**config.mk**
```make
export PLATFORM = sky130hd
export DESIGN_NAME = selclk_divider
export DESIGN_NICKNAME = d
export VERILOG_FILES = /design/src/rtl/selclk_pkg.sv /design/src/rtl/selclk_ctrl.sv /design/src/rtl/selclk_dp.sv /design/src/rtl/selclk_divider.sv
export SDC_FILE = /design/constraint.sdc
export NUM_CORES = 1
export LEC_CHECK = 0
export BUFFER_PORTS_ARGS = -buffer_cell sky130_fd_sc_hd__buf_4
export CAP_MARGIN = 5
export CELL_PAD_IN_SITES_DETAIL_PLACEMENT = 1
export CELL_PAD_IN_SITES_GLOBAL_PLACEMENT = 1
export CORE_MARGIN = 2
export CORE_UTILIZATION = 46
export CTS_BUF_LIST = sky130_fd_sc_hd__clkbuf_8 sky130_fd_sc_hd__clkbuf_16
export DETAILED_ROUTE_END_ITERATION = 10
export HOLD_SLACK_MARGIN = 0.15
export PLACE_DENSITY_LB_ADDON = 0.08
export SKIP_LAST_GASP = 1
export SLEW_MARGIN = 5
export SYNTH_ARGS = -nofsm -noshare
export SYNTH_HDL_FRONTEND = slang
export SYNTH_SLANG_ARGS = --single-unit
export TNS_END_PERCENT = 10
```
**constraint.sdc**
```tcl
create_clock -name clk -period 3.34 [get_ports clk]
set_input_delay 0.167 -clock clk [delete_from_list [all_inputs] [get_ports clk]]
set_output_delay 0.167 -clock clk [all_outputs]
set_load 0.02 [all_outputs]
```
**src/rtl/selclk_pkg.sv**
```systemverilog
package selclk_pkg;
  localparam int MAX_DIV = 10;
  localparam int CNT_W   = $clog2(2 * MAX_DIV);

  typedef enum logic [1:0] {
    SEL_D4   = 2'b00,
    SEL_D5   = 2'b01,
    SEL_D10  = 2'b10,
    SEL_RSVD = 2'b11
  } selCode_e;

  // strobes from control to datapath
  typedef struct packed {
    logic             halfTick;
    logic             hold;
    logic [CNT_W-1:0] highLen;
    logic [CNT_W-1:0] lastIdx;
  } divStrobe_t;
endpackage

```
**src/rtl/selclk_ctrl.sv**
```systemverilog
module selclk_ctrl
  import selclk_pkg::*;
#(
  parameter int DIV_A = 4,
  parameter int DIV_B = 5,
  parameter int DIV_C = 10
) (
  input  logic       clk,
  input  logic       mr,
  input  logic       vcoIn,
  input  logic       refIn,
  input  logic       bypass,
  input  logic [1:0] fsel,
  input  logic       wrapNow,
  output divStrobe_t strb
);
  logic     prevVco, prevRef;
  selCode_e actCode;
  logic     actByp;
  logic     loadCfg;
  logic [CNT_W-1:0] ratio;

  // configuration is adopted only while parked or at a period wrap
  assign loadCfg = (actCode == SEL_RSVD) | wrapNow;

  always_ff @(posedge clk or posedge mr) begin
    if (mr) begin
      prevVco <= 1'b0;
      prevRef <= 1'b0;
      actCode <= SEL_RSVD;
      actByp  <= 1'b0;
    end else begin
      prevVco <= vcoIn;
      prevRef <= refIn;
      if (loadCfg) begin
        actCode <= selCode_e'(fsel);
        actByp  <= bypass;
      end
    end
  end

  always_comb begin
    case (actCode)
      SEL_D5:  ratio = CNT_W'(DIV_B);
      SEL_D10: ratio = CNT_W'(DIV_C);
      default: ratio = CNT_W'(DIV_A);
    endcase
    strb.highLen  = ratio;
    strb.lastIdx  = CNT_W'((ratio << 1) - 1'b1);
    strb.hold     = (actCode == SEL_RSVD);
    strb.halfTick = actByp ? (refIn ^ prevRef) : (vcoIn ^ prevVco);
  end

  // once running, config only moves at a wrap
  assert_cfg_at_boundary_R7: assert property (@(posedge clk) disable iff (mr)
    (actCode != SEL_RSVD && !wrapNow) |=> ($stable(actCode) && $stable(actByp)));
endmodule

```
**src/rtl/selclk_dp.sv**
```systemverilog
module selclk_dp
  import selclk_pkg::*;
(
  input  logic       clk,
  input  logic       mr,
  input  divStrobe_t strb,
  output logic       wrapNow,
  output logic       outTrue
);
  logic [CNT_W-1:0] cnt;
  logic [CNT_W-1:0] nxtCnt;

  assign nxtCnt  = cnt + CNT_W'(1);
  assign wrapNow = strb.halfTick & ~strb.hold & (cnt >= strb.lastIdx);

  always_ff @(posedge clk or posedge mr) begin
    if (mr) begin
      cnt     <= '1;
      outTrue <= 1'b0;
    end else if (strb.hold) begin
      cnt     <= '1;
      outTrue <= 1'b0;
    end else if (strb.halfTick) begin
      if (wrapNow) begin
        cnt     <= '0;
        outTrue <= 1'b1;
      end else begin
        cnt     <= nxtCnt;
        outTrue <= (nxtCnt < strb.highLen);
      end
    end
  end

  // parked divider drives low
  assert_hold_low_R4: assert property (@(posedge clk) disable iff (mr)
    strb.hold |=> !outTrue);
  // no output movement without a source edge
  assert_quiet_no_tick_R7: assert property (@(posedge clk) disable iff (mr)
    (!strb.halfTick && !strb.hold) |=> $stable(outTrue));
  // a high phase starts only at a full-period wrap
  assert_rise_on_wrap_R7: assert property (@(posedge clk) disable iff (mr)
    $rose(outTrue) |-> $past(wrapNow));
  // running count never passes the period end
  assert_count_range_R1: assert property (@(posedge clk) disable iff (mr)
    (!strb.hold && cnt != '1) |-> (cnt <= strb.lastIdx));
endmodule

```
**src/rtl/selclk_divider.sv**
```systemverilog
module selclk_divider
  import selclk_pkg::*;
#(
  parameter int NUM_OUT = 2,
  parameter int DIV_A   = 4,
  parameter int DIV_B   = 5,
  parameter int DIV_C   = 10
) (
  input  logic               clk,
  input  logic               mr,
  input  logic               bypass,
  input  logic [1:0]         fsel,
  input  logic               vcoIn,
  input  logic               refIn,
  output logic [NUM_OUT-1:0] qTrue,
  output logic [NUM_OUT-1:0] qInv
);
  divStrobe_t strb;
  logic       wrapNow;
  logic       outTrue;

  selclk_ctrl #(.DIV_A(DIV_A), .DIV_B(DIV_B), .DIV_C(DIV_C)) uCtrl (
    .clk(clk), .mr(mr), .vcoIn(vcoIn), .refIn(refIn), .bypass(bypass),
    .fsel(fsel), .wrapNow(wrapNow), .strb(strb)
  );

  selclk_dp uDp (
    .clk(clk), .mr(mr), .strb(strb), .wrapNow(wrapNow), .outTrue(outTrue)
  );

  for (genvar g = 0; g < NUM_OUT; g++) begin : gPair
    assign qTrue[g] = outTrue;
    assign qInv[g]  = ~outTrue;
  end
endmodule

```
[Word level (Yosys, flattened, before mapping)]
Cells that the tools add are included.
Storage, ports and cells
  register bits after elaboration: 11
  input port bits: 7
  output and inout port bits: 4
Operators by class
  add/subtract/negate cells: 2
  order comparisons: 2
  eq/ne operators: 3
  muxes and demuxes: 8
  bitwise gates (word level): 7
  reduce and logical (&&, ||, !) cells: 1
Operators with widths (count)
  $mux 5: 3
  $pmux 4 s2: 1
  $add 5x1->5 const B: 1
  $ge 5x5->1: 1
  $lt 5x4->1: 1
  $sub 5x1->5 const B: 1
  $eq 2x2->1 const B: 2
  $mux 1: 4
  $and 1x1->1: 2
  $eq 2x1->1 const B: 1
  $not 1->1: 2
  $reduce_bool 2->1: 1
  $xor 1x1->1: 2
  $or 1x1->1: 1

[Depth between registers and ports, before layout]
  depth after elaboration: 8
  mapped depth: 9
  mapped depth without buffers: 9

[Hierarchy]
A second synthesis with hierarchy kept.
Second synthesis, totals
  cells, all modules: 97
  area total of the unflattened synthesis: 887.1 um^2
By module, submodules not included
  selclk_dp: times used 1, cells an instance 64, area an instance 539.3 um^2, seq. area each 156.4 um^2
  selclk_ctrl: times used 1, cells an instance 29, area an instance 321.6 um^2, seq. area each 127.6 um^2
  selclk_divider: times used 1, cells an instance 4, area an instance 26.3 um^2, seq. area each 0.0 um^2

[Worst setup path before layout]
No wires, ideal clock.
  path type: register to register
  from: reg uCtrl.actCode[0]
  to: reg uCtrl.actByp
  library setup time: 0.125 ns
  arrival time: 1.956 ns
  required time: 3.215 ns
  path slack: 1.260 ns
  cell stages (with the launch flop): 10
  clock period less this slack: 2.080 ns
  cell sequence: dfstp_2 > inv_1 > ha_1 > inv_1 > ha_1 > nand3_1 > o22ai_2 > nor2_2 > o21ai_2 > mux2_2
Between the ends
  longest elaborated chain between the ends: 6
RTL lines
  start, declared: line selclk_ctrl.sv:18  | selCode_e actCode;
  start signal, assigned: line selclk_ctrl.sv:36  | actCode <= selCode_e'(fsel);
  $eq 2x2->1 / $eq 2x1->1 (equally long branches): line selclk_ctrl.sv:43  | case (actCode)
  $pmux 4 s2: line selclk_ctrl.sv:43
  $sub 5x1->5: line selclk_ctrl.sv:49  | strb.lastIdx = CNT_W'((ratio << 1) - 1'b1);
  $ge 5x5->1: line selclk_dp.sv:14  | assign wrapNow = strb.halfTick & ~strb.hold & (cnt >= strb.lastIdx);
  $and 1x1->1: line selclk_dp.sv:14
  $or 1x1->1 (*): line selclk_ctrl.sv:24  | assign loadCfg = (actCode == SEL_RSVD) | wrapNow;
  end signal, assigned: line selclk_ctrl.sv:37  | actByp <= bypass;
  end, declared: line selclk_ctrl.sv:19  | logic actByp;
Every way passes the cells marked *; elsewhere a longest branch is shown, timed or not.
A chain may end at the register's enable or synchronous reset.

[Worst setup path after layout]
Same ends and word-level chain as after synthesis.

==> impl_metrics.toml <==
[outcome]
status = "completed"

[detailed_routing]
vias_per_cell = 5.34
wl_um = 1560
wl_per_cell_um = 14.7
firstDrtPassIters = 4
final_antenna_net_count = 0
drt_iter0_drc = 14
drc = 0
vias = 566

[worst_setup_path]
slowest_stage = "dfstp_2"
cp_max_fo = 5
crit_type = "register to register"
arrival_ns = 2.30
worst_setup_path_start_kind = "register"
critPathBufInv = 2
cpPeakStageDelay_ns = 0.56
crit_chain = "inv_1 > ha_1 > inv_1 > ha_1 > nand3_1 > o22ai_2 > nor2_2 > o21ai_2 > mux2_2"
cp_top_family = "flip-flops"
cp-end-kind = "register"
crit_required_ns = 3.46
cp.depth = 9
r2r_end = "uCtrl.actByp"
rrSetupSlack_ns = 1.16
r2r_cells = 9
rr_startpoint = "uCtrl.actCode[0]"

[synthesis]
synthArstFlopShare = 1.00
syn_area_um2 = 781
syn_nets = 96
synth.area.top_cells = "dfstp_2 24%, ha_1 21%, dfrtp_1 13%"
ys_seq_area_frac = 0.364
ys_types = 27
synth_area_per_cell_um2 = 10.3
synth-edff-count = 0
synthFlopType = "dfstp_2"
syn_inst = 76
yosysTopAreaCellShare = 0.236
yosys_warnings = 0
synth-seq-cells = 11
yosysTopAreaCell = "dfstp_2"

[sta]
worst_slew_pin_slew_ns = 0.429
fin_setup_tns_ns = 0
max_freq_mhz = 459
finClkSkew_ns = 0.00413
fin_crit_ns = 2.18
fin_ws_ns = 1.16
slew_violations = 0
rsz0062_at_grt = "no"
setup_viol = 0
period_share = 0.652
report.final.hold_viol_count = 0
max_slew_margin = 0.714

[power_and_ir_drop]
switchingPower_mw = 0.484
seq_power_share = 0.282
swShare = 0.439
leakage_nw = 0.437
combPwrFrac = 0.597
intPower_mw = 0.617
clock_power_share = 0.121
peakVddDrop_mv = 0.590
powerDensity_nw_per_um2 = 1190

[floorplanning]
io_pins = 11
core-area_um2 = 1540
row_count = 14
die_h_um = 45.2
die_w_um = 45.2
initial_core_util = 0.506
dieArea_um2 = 2040

[cts]
cts_buffers = 3
cts_tree = "yes"
clockBufferDepth = 2
insertion_delay_ns = 0.24
htree_levels = 1
cts_sinks = 11
cts_setup_buffers = 0
clkTransAtPathRegs_ns = 0.05
root_buffer = "clkbuf_8"

[worst_hold_path]
hold_start = "fsel[0]"
hold_depth = 2
hold_class = "input pin to register"
min_to = "uCtrl.actCode[0]"

[grt]
antenna_found_initial = 0
grt_overflow = 0
grt_pass1_vias = 631
grt_use_total = 0.198
grt_pass1_wl_um = 2850
grt_max_degree = 12

[cells_and_area]
nets = 111
drive_above_1_share = 0.333
fillers = 176
area_growth_pct = 18.9
diodes = 0

[place]
port_buffers = 10
pre_cts_ws_ns = 1.13
gp_congestion = 0.765
place_hpwl_um = 1180

[run]
cap_violations = 0
==> cell usage in the layout (no fill, tap or decap), types with 3 or more instances in the layout <==
master / Yosys / final
dfstp_2: 7 / 7
a21oi_1: 4 / 4
ha_1: 13 / 13
clkbuf_8: 0 / 3
mux2_2: 3 / 3
nand2_1: 3 / 3
buf_4: 3 / 10
dlygate4sd3_1: 0 / 3
nand3_1: 3 / 3
dfrtp_1: 4 / 4
o21ai_0: 4 / 4
inv_1: 11 / 12
==> per-stage QoR <==
stage | std cells | hold slack (ns) | utilization | area (um2) | power (mW)
after floorplan | 76 | 0.0144 | - | 781 | 0.819
after global placement | 99 | 0.184 | 0.554 | 853 | 0.947
after detailed placement | 99 | 0.199 | 0.554 | 853 | 0.972
after CTS | 106 | 0.154 | 0.602 | 928 | 1.11
after global routing | 106 | 0.156 | 0.602 | 928 | 1.23
final | 106 | 0.159 | 0.602 | 928 | 1.10
==> state kept, by name (all words and copies together), names as in the netlist <==
signal / cells
uCtrl.actCode: 2
uCtrl.prevRef: 1
uDp.outTrue: 1
uCtrl.actByp: 1
uCtrl.prevVco: 1
uDp.cnt: 5
==> metal layers <==
layer	share of wire	track usage	vias up
met2	0.48	0.309	15
met3	0.049	0.0840	2
met5	0	0	-
met1	0.46	0.257	264
li1	-	-	285
met4	0.0090	0.0412	0
==> layout make-up <==
cell class,count,area (um2),area share
multi-input cells,51,433,0.466
flip-flops and latches,11,284,0.306
repair buffers,13,105,0.113
clock buffers,3,41.3,0.0445
inverters,11,41.3,0.0445
well taps,16,20.0,0.0216
clock inverters,1,3.75,0.00404
==> cell usage after synthesis, drive strengths merged, types with 2 or more instances <==
cell	n
nand2	3
o21ai	6
a21oi	6
dfrtp	4
dfstp	7
a221o	2
nor2	3
inv	11
xnor2	2
xor2	2
ha	13
buf	3
mux2	3
nand3	3
nand2b	3
==> timing repair <==
action,4_1_cts,5_1_grt
resized for setup,0,0
hold endpoints to repair,6,0
hold buffers,3,0
endpoints found under the setup margin,0,0
==> power by group through the flow <==
stage / combinational (mW) / clock, mW / sequential (mW)
2_1_floorplan: 0.532 / 0 / 0.287
3_3_place_gp: 0.636 / 0 / 0.311
3_5_place_dp: 0.657 / 0 / 0.315
4_1_cts: 0.662 / 0.138 / 0.312
5_1_grt: 0.761 / 0.142 / 0.324
6_report: 0.657 / 0.133 / 0.311
==> cell families (layout without fill, tap and decap cells) <==
kind of cell	after synthesis	after routing	share of synthesized area
fa+ha+maj	13	13	0.208
mux	3	3	0.0433
buf+inv	14	28	0.0817
simple gates	13	13	0.0849
flops	11	11	0.364
compound gates	18	18	0.173
xor+xnor	4	4	0.0449
==> worst max-delay path by stage <==
| stage | startpoint | to | slack [ns] |
|---|---|---|---|
| 2_1_floorplan | uCtrl.actCode[0] | uCtrl.actByp | 1.26 |
| 4_1_cts | uCtrl.actCode[0] | uCtrl.actByp | 1.14 |
| 6_report | uCtrl.actCode[0] | uCtrl.actByp | 1.16 |
| 3_3_place_gp | uCtrl.actCode[0] | uCtrl.actByp | 1.18 |
| 5_1_grt | uCtrl.actCode[0] | uCtrl.actByp | 1.05 |
| 3_5_place_dp | uCtrl.actCode[0] | uCtrl.actByp | 1.13 |
Power figures use the tool's default switching activity.
